[config.mk]
export PLATFORM = sky130hd
export DESIGN_NAME = wdt_two_stage
export DESIGN_NICKNAME = d
export VERILOG_FILES = /design/src/rtl/wdt_pkg.sv /design/src/rtl/wdt_counter.sv /design/src/rtl/wdt_regs.sv /design/src/rtl/wdt_stage.sv /design/src/rtl/wdt_two_stage.sv
export SDC_FILE = /design/constraint.sdc
export NUM_CORES = 1
export LEC_CHECK = 0
export BUFFER_PORTS_ARGS = -buffer_cell sky130_fd_sc_hd__buf_2
export CAP_MARGIN = 15
export CORE_MARGIN = 1
export CORE_UTILIZATION = 35
export CTS_CLUSTER_DIAMETER = 80
export DETAILED_ROUTE_END_ITERATION = 12
export PLACE_DENSITY = 0.58
export SLEW_MARGIN = 20
export SYNTH_ARGS = -nofsm -noshare
export SYNTH_HDL_FRONTEND = slang
export SYNTH_SLANG_ARGS = --single-unit
[constraint.sdc]
create_clock -name clk -period 2.8 [get_ports clk]
set_input_delay 0.42 -clock clk [delete_from_list [all_inputs] [get_ports clk]]
set_output_delay 0.42 -clock clk [all_outputs]
set_load 0.01 [all_outputs]
[src/rtl/wdt_pkg.sv]
package wdt_pkg;
    localparam int DATA_W = 16;

    typedef logic [7:0] off_t;

    localparam off_t OFF_RELOAD = 8'h00;
    localparam off_t OFF_STS1   = 8'h04;
    localparam off_t OFF_STS2   = 8'h06;
    localparam off_t OFF_CTRL   = 8'h08;
    localparam off_t OFF_INIT   = 8'h12;

    localparam int BIT_TIMEOUT  = 3;
    localparam int BIT_SECOND   = 1;
    localparam int BIT_BOOT     = 2;
    localparam int BIT_HALT     = 11;
    localparam int BIT_NOREBOOT = 0;

    typedef struct packed {
        logic timeout;
        logic second;
        logic boot;
        logic irq;
        logic rst;
    } stage_t;
endpackage

[src/rtl/wdt_counter.sv]
module wdt_counter #(
    parameter int CNT_W    = 10,
    parameter int MIN_INIT = 4
) (
    input  logic             clk,
    input  logic             rst_n,
    input  logic             tick,
    input  logic             halt,
    input  logic             reload_wr,
    input  logic [CNT_W-1:0] init_val,
    output logic [CNT_W-1:0] cnt_q,
    output logic             expire
);
    localparam logic [CNT_W-1:0] CNT_RST = CNT_W'(MIN_INIT);

    logic [CNT_W-1:0] cnt_d;
    logic             step;

    always_comb begin
        step   = tick && !halt && !reload_wr;
        expire = step && (cnt_q == '0);
        cnt_d  = cnt_q;
        if (reload_wr) begin
            cnt_d = init_val;
        end else if (expire) begin
            cnt_d = init_val;
        end else if (step) begin
            cnt_d = cnt_q - 1'b1;
        end
    end

    always_ff @(posedge clk or negedge rst_n) begin
        if (!rst_n) begin
            cnt_q <= CNT_RST;
        end else begin
            cnt_q <= cnt_d;
        end
    end
endmodule

[src/rtl/wdt_regs.sv]
module wdt_regs
    import wdt_pkg::*;
#(
    parameter int CNT_W    = 10,
    parameter int MIN_INIT = 4
) (
    input  logic              clk,
    input  logic              rst_n,
    input  logic              bus_wr,
    input  off_t              bus_addr,
    input  logic [DATA_W-1:0] bus_wdata,
    input  logic [CNT_W-1:0]  cnt_q,
    input  stage_t            stage_q,
    output logic [DATA_W-1:0] bus_rdata,
    output logic [CNT_W-1:0]  init_q,
    output logic              halt_q,
    output logic              noreboot_q,
    output logic              reload_wr,
    output logic              clr_timeout,
    output logic              clr_second,
    output logic              clr_boot
);
    localparam logic [CNT_W-1:0] FLOOR = CNT_W'(MIN_INIT);

    typedef struct packed {
        logic [CNT_W-1:0] init;
        logic             halt;
        logic             noreboot;
    } cfg_t;

    cfg_t             cfg_d, cfg_q;
    logic [CNT_W-1:0] init_wr;

    always_comb begin
        init_wr     = (bus_wdata[CNT_W-1:0] < FLOOR) ? FLOOR : bus_wdata[CNT_W-1:0];
        cfg_d       = cfg_q;
        reload_wr   = 1'b0;
        clr_timeout = 1'b0;
        clr_second  = 1'b0;
        clr_boot    = 1'b0;
        if (bus_wr) begin
            case (bus_addr)
                OFF_RELOAD: reload_wr = 1'b1;
                OFF_INIT:   cfg_d.init = init_wr;
                OFF_CTRL: begin
                    cfg_d.halt     = bus_wdata[BIT_HALT];
                    cfg_d.noreboot = bus_wdata[BIT_NOREBOOT];
                end
                OFF_STS1: clr_timeout = bus_wdata[BIT_TIMEOUT];
                OFF_STS2: begin
                    clr_second = bus_wdata[BIT_SECOND];
                    clr_boot   = bus_wdata[BIT_BOOT];
                end
                default: ;
            endcase
        end
    end

    always_comb begin
        bus_rdata = '0;
        case (bus_addr)
            OFF_RELOAD: bus_rdata[CNT_W-1:0] = cnt_q;
            OFF_INIT:   bus_rdata[CNT_W-1:0] = cfg_q.init;
            OFF_CTRL: begin
                bus_rdata[BIT_HALT]     = cfg_q.halt;
                bus_rdata[BIT_NOREBOOT] = cfg_q.noreboot;
            end
            OFF_STS1: bus_rdata[BIT_TIMEOUT] = stage_q.timeout;
            OFF_STS2: begin
                bus_rdata[BIT_SECOND] = stage_q.second;
                bus_rdata[BIT_BOOT]   = stage_q.boot;
            end
            default: ;
        endcase
    end

    always_ff @(posedge clk or negedge rst_n) begin
        if (!rst_n) begin
            cfg_q.init     <= FLOOR;
            cfg_q.halt     <= 1'b1;
            cfg_q.noreboot <= 1'b0;
        end else begin
            cfg_q <= cfg_d;
        end
    end

    assign init_q     = cfg_q.init;
    assign halt_q     = cfg_q.halt;
    assign noreboot_q = cfg_q.noreboot;
endmodule

[src/rtl/wdt_stage.sv]
module wdt_stage
    import wdt_pkg::*;
(
    input  logic   clk,
    input  logic   rst_n,
    input  logic   expire,
    input  logic   smi_en,
    input  logic   noreboot,
    input  logic   clr_timeout,
    input  logic   clr_second,
    input  logic   clr_boot,
    output stage_t stage_q
);
    stage_t stage_d;

    always_comb begin
        stage_d     = stage_q;
        stage_d.irq = 1'b0;
        stage_d.rst = 1'b0;
        if (clr_timeout) stage_d.timeout = 1'b0;
        if (clr_second)  stage_d.second  = 1'b0;
        if (clr_boot)    stage_d.boot    = 1'b0;
        if (expire) begin
            if (stage_q.timeout) begin
                stage_d.timeout = 1'b1;
                stage_d.second  = 1'b1;
                if (!noreboot) begin
                    stage_d.rst  = 1'b1;
                    stage_d.boot = 1'b1;
                end
            end else begin
                stage_d.timeout = 1'b1;
                stage_d.irq     = smi_en;
            end
        end
    end

    always_ff @(posedge clk or negedge rst_n) begin
        if (!rst_n) begin
            stage_q <= '0;
        end else begin
            stage_q <= stage_d;
        end
    end
endmodule

[src/rtl/wdt_two_stage.sv]
module wdt_two_stage
    import wdt_pkg::*;
#(
    parameter int CNT_W    = 10,
    parameter int MIN_INIT = 4
) (
    input  logic        clk,
    input  logic        rst_n,
    input  logic        bus_wr,
    input  logic [7:0]  bus_addr,
    input  logic [15:0] bus_wdata,
    output logic [15:0] bus_rdata,
    input  logic        tick,
    input  logic        smi_en,
    output logic        irq,
    output logic        rst_req
);
    logic [CNT_W-1:0] init_q;
    logic [CNT_W-1:0] cnt_q;
    logic             halt_q;
    logic             noreboot_q;
    logic             reload_wr;
    logic             clr_timeout;
    logic             clr_second;
    logic             clr_boot;
    logic             expire;
    stage_t           stage_q;

    wdt_regs #(.CNT_W(CNT_W), .MIN_INIT(MIN_INIT)) regs_i (
        .clk        (clk),
        .rst_n      (rst_n),
        .bus_wr     (bus_wr),
        .bus_addr   (bus_addr),
        .bus_wdata  (bus_wdata),
        .cnt_q      (cnt_q),
        .stage_q    (stage_q),
        .bus_rdata  (bus_rdata),
        .init_q     (init_q),
        .halt_q     (halt_q),
        .noreboot_q (noreboot_q),
        .reload_wr  (reload_wr),
        .clr_timeout(clr_timeout),
        .clr_second (clr_second),
        .clr_boot   (clr_boot)
    );

    wdt_counter #(.CNT_W(CNT_W), .MIN_INIT(MIN_INIT)) cnt_i (
        .clk      (clk),
        .rst_n    (rst_n),
        .tick     (tick),
        .halt     (halt_q),
        .reload_wr(reload_wr),
        .init_val (init_q),
        .cnt_q    (cnt_q),
        .expire   (expire)
    );

    wdt_stage stage_i (
        .clk        (clk),
        .rst_n      (rst_n),
        .expire     (expire),
        .smi_en     (smi_en),
        .noreboot   (noreboot_q),
        .clr_timeout(clr_timeout),
        .clr_second (clr_second),
        .clr_boot   (clr_boot),
        .stage_q    (stage_q)
    );

    assign irq     = stage_q.irq;
    assign rst_req = stage_q.rst;
endmodule

Yosys cells after proc, flatten, opt, wreduce, memory -nomap -nowiden
Cells that the tools add are included.

ROM bits: 0. Word-level logic and storage cells: 52. Memories kept: 0. Output and inout bits: 18. Bits in latches: 0. RAM bits: 0. Input port bits: 29. Flip-flop bits (word level): 27.

Reduce and logical (&&, ||, !) cells: 11. Bitwise operators: 0. Mux-type cells: 26. $mul: 0. Shifts and indexed selects: 0. $add $sub $neg: 1. Div/mod/pow operators: 0. Eq/ne operators: 4. $lt $le $gt $ge: 1.

Operators by type and width (count): $mux 10 (4); $eq 8x3->1 const B (2); $mux 1 (16); $pmux 6 s2 (1); $logic_not 10->1 (1); $lt 10x3->1 const B (1); $sub 10x1->10 const B (1); $eq 8x4->1 const B (1); $eq 8x5->1 const B (1); $logic_not 8->1 (1); $pmux 1 s3 (2); $pmux 2 s3 (1); $mux 5 (1); $reduce_and 2->1 (2); $logic_and 1x1->1 (3); $reduce_bool 3->1 (1); $logic_not 1->1 (2); $mux 2 (1); $reduce_bool 2->1 (1).

Longest topological paths before layout
Depth after elaboration: 8. Gate-level depth with buffers: 6. Depth with buffers taken out: 6.

By module
Synthesis repeated with hierarchy kept, for this count alone.

Cells, all modules: 163. Area, all modules: 1741.7 um2.

Modules (own cells, without submodules): wdt_regs (instances 1, seq. area each 302.8 um2, cells each 68, area each 805.8 um2); wdt_counter (instances 1, seq. area each 251.5 um2, cells each 80, area each 755.7 um2); wdt_stage (instances 1, seq. area each 125.1 um2, cells each 15, area each 180.2 um2).

Worst setup path before layout
No wires, ideal clock.

Path kind: input to output. From: input port bus_addr[5]. To: output port bus_rdata[3]. Slack: 751 ps. Arrival time: 1629 ps. Buffers on the path: 0. Cell stages on the path: 4. Data required time: 2380 ps. Path through: or4_4 > nor3_2 > a222oi_1 > inv_1.

Cells in the longest elaborated chain, start to end: 2. Elaborated cells between the ends (all ways): 4. Classes of those cells: 2 x eq/ne; 1 x mux; 1 x reduce/logical.

Ends and longest elaborated chain: from (decl) (line wdt_two_stage.sv:10) `input logic [7:0] bus_addr,`; $eq 8x3->1 (tied with other cells) (line wdt_regs.sv:61) `case (bus_addr)`; $pmux 1 s3 (*) (line wdt_regs.sv:61); to (decl) (line wdt_two_stage.sv:12) `output logic [15:0] bus_rdata,`.

Mark *: on every way between the ends. The rest lies on a longest branch, timed or not.

Final worst setup path
Same ends and word-level chain as after synthesis.

==> impl_metrics.toml <==
[timing]
worst_slack_ps = 424
maxSlewViolCount = 0
timing.final.crit_share_pct = 84.9
hold_viol_final = 0
worst_slew_pin_slew_ps = 647
setup_tns_ps = 0
maxSlewHeadroom_pct = 56.5
period_needed_ps = 2380
setup_viol_count_final = 0
max_freq_ghz = 0.421
skew_ps = 2.28
rsz0062_at_grt = "no"

[global_routing]
grt_start_max_net_pins = 28
track_usage_pct = 19.2
grt_pass1_vias = 1518
antenna_found_initial = 0
grt_pass1_wl_um = 7510
grt_overflow = 0

[floorplanning]
die_w_um = 70.6
fp-row-count = 24
die_h_um = 70.6
pin_count = 47
core_um2 = 4440
initial_core_util_pct = 37.0
dieArea_um2 = 4980

[critical_path]
cp-start-kind = "input port"
crit_type = "input port to output pin"
cp_max_fo = 4
crit_chain = "buf_2, or4_4, nor4b_1, a222oi_1, inv_1, buf_2"
slowest_stage = "or4_4"
cp-end-kind = "output pin"
critPathLaunch = "bus_addr[5]"
crit_path_max_incr_delay_ps = 560
r2r_slack_ps = 670
arrival_ps = 1960
r2r.worst_path.cells = 4
cp_data_required_time_ps = 2380
r2r_start = "cnt_i.cnt_q[5]"
worst_path_most_repeated_cell = "buf_2"
timing.rr.end = "cnt_i.cnt_q[9]"

[placed_design]
hpwl_um = 3370
dp_cells = 251
gp_congestion = 0.881
place_area_um2 = 1890
numPortBuffers = 36
place_ws_ps = 497

[synth]
synth_top_area_share_pct = 36.5
yosysWarnings = 0
ys_seq_elements = 27
ys_seq_area_share_pct = 41.3
synthCells = 163
synth_top_flop_cell = "dfrtp_1"
synth-edff-count = 0
post_synth.cell_area_avg_um2 = 10.1
yosys-top-cells-area = "dfrtp_1, mux2_2, dfstp_2, a22o_1, nand4_1"
yosysUniqueCellTypes = 50
synth_area_leader_cell = "dfrtp_1"
async_flop_share_pct = 100
syn_area_um2 = 1650

[power_and_ir_drop]
p_seq_share_pct = 49.2
ir_worst_vdd_uv = 214
p_sw_w = 0.000432
p_leak_nw = 0.931
pwr-share-clk_pct = 18.8
power_density_nw_per_um2 = 623
sw_frac_of_total_pct = 35.8
power_w = 0.00121
p_int_w = 0.000775
power_frac_comb_pct = 32.0

[routing]
first_iter_violations = 99
firstDrtPassIters = 8
vias = 1489
finalWirelength_um = 4410
wire_per_inst_um = 17.3
drc_errors = 5
detail_route.vias_per_cell = 5.84
antenna_left = 0

[clock_network]
clkLatencyLatePin_ps = 270
post_cts_buffers = 0
htree_levels = 1
postCtsHoldBufs = 0
cts_resized = 0
cts-root-buf = "clkbuf_8"
path_clk_slew_ps = 90
clock_sinks = 27
cts_tree = "done"
cts_buffer_depth = 2
cts_buffers = 3

[status]
status = "finished, violations left"
violations = "design-rule violations"

[run]
cap_violations = 0

[cells_and_area]
seq_area_um2 = 679
finalNonFillerCells = 255
multiInputGateArea_um2 = 896
diodes = 0
fillers = 448
finish.net_count = 235
final_area_um2 = 1940
drive_gt1_share_pct = 32.5
area_growth_pct = 17.7

[worst_hold_path]
hold_path.class = "input port to asynchronous set/reset pin"
cell type report:
class / instances / share of cell area [%]
clock buffers: 4 / 2.33
inverters: 7 / 1.36
multi-input cells: 123 / 46.3
flip-flops and latches: 27 / 35.1
well taps: 52 / 3.36
repair buffers: 42 / 11.6
cell families after synthesis:
family	share of synthesized area (%)
other cells	0.228
flops	41.3
buf+inv	5.17
fa+ha+maj	1.52
simple gates	24.2
compound gates	18.6
xor+xnor	1.06
mux	7.99
registers in the layout, indices dropped and copies added, names as in the netlist:
register	cells
cnt_i.cnt_q	10
regs_i.init_q	10
stage_i.stage_q	5
regs_i.halt_q	1
regs_i.noreboot_q	1
worst max-delay path: cells and delay by family:
kind / cells / cell delay, ps
compound gates: 1 / 150
buf+inv: 3 / 310
simple gates: 2 / 1070
power by group through the flow:
| stage | logic, W | registers [W] | clock network (W) |
|---|---|---|---|
| 2_1_floorplan | 0.000291 | 0.000566 | 0 |
| 3_3_place_gp | 0.000373 | 0.000594 | 0 |
| 3_5_place_dp | 0.000385 | 0.000599 | 0 |
| 4_1_cts | 0.000386 | 0.000592 | 0.000232 |
| 5_1_grt | 0.000435 | 0.000610 | 0.000254 |
| 6_report | 0.000387 | 0.000594 | 0.000227 |
cell usage after synthesis, types with 2 or more instances:
master and number:
nor2b_1 5, a2bb2oi_1 3, nand2_1 12, a21oi_1 2, dfrtp_1 24, a22o_1 8, ha_1 2, nand4_1 9
inv_1 7, a22oi_1 3, clkbuf_1 3, nor2_1 6, buf_2 2, mux2_2 9, nor4b_1 2, and4_1 2
dfstp_2 3, o21ai_0 7, nor3_1 4, mux2_4 2, nand2b_1 3, or4_4 2, nor4_1 3, a211oi_1 2
a31oi_1 2, xnor2_1 2, nand3_1 4, o32a_1 2, o22a_1 2, nand3b_1 2, buf_4 5
how the worst max path moves through the flow:
| stage | to | slack, ps |
|---|---|---|
| floorplan | bus_rdata[3] | 750 |
| global placement | bus_rdata[3] | 490 |
| detailed placement | bus_rdata[3] | 500 |
| CTS | bus_rdata[3] | 490 |
| global route | bus_rdata[3] | 290 |
| finish | bus_rdata[3] | 420 |
cell usage in the layout, fill, tap and decap left out, types with 3 or more instances in the layout:
master	netlist	routed
inv_1	7	7
buf_4	5	6
nor2_1	6	6
nand4_1	9	9
a2bb2oi_1	3	3
buf_2	2	36
mux2_2	9	9
nand2b_1	3	3
o21ai_0	7	7
dfrtp_1	24	24
a22oi_1	3	3
a22o_1	8	8
nor4_1	3	3
nand2_1	12	12
nand3_1	4	4
clkbuf_8	0	3
nor3_1	4	4
nor2b_1	5	5
dfstp_2	3	3
conb_1	1	5
stage by stage:
stage	hold WS, ps	util (%)
4_1_cts	174	43.6
6_report	148	43.6
2_1_floorplan	124	-
3_3_place_gp	470	42.6
3_5_place_dp	475	42.6
5_1_grt	195	43.6
layer usage:
| metal | up-vias | share of wire (%) | track usage [%] | routed length (um) |
|---|---|---|---|---|
| li1 | 697 | - | - | - |
| met1 | 751 | 46 | 26.0 | 2040 |
| met2 | 37 | 49 | 32.5 | 2150 |
| met3 | 4 | 3.9 | 2.56 | 170 |
| met4 | 0 | 1.0 | 5.33 | 45 |
| met5 | - | 0 | 0 | 0 |
Power figures use the tool's default switching activity.
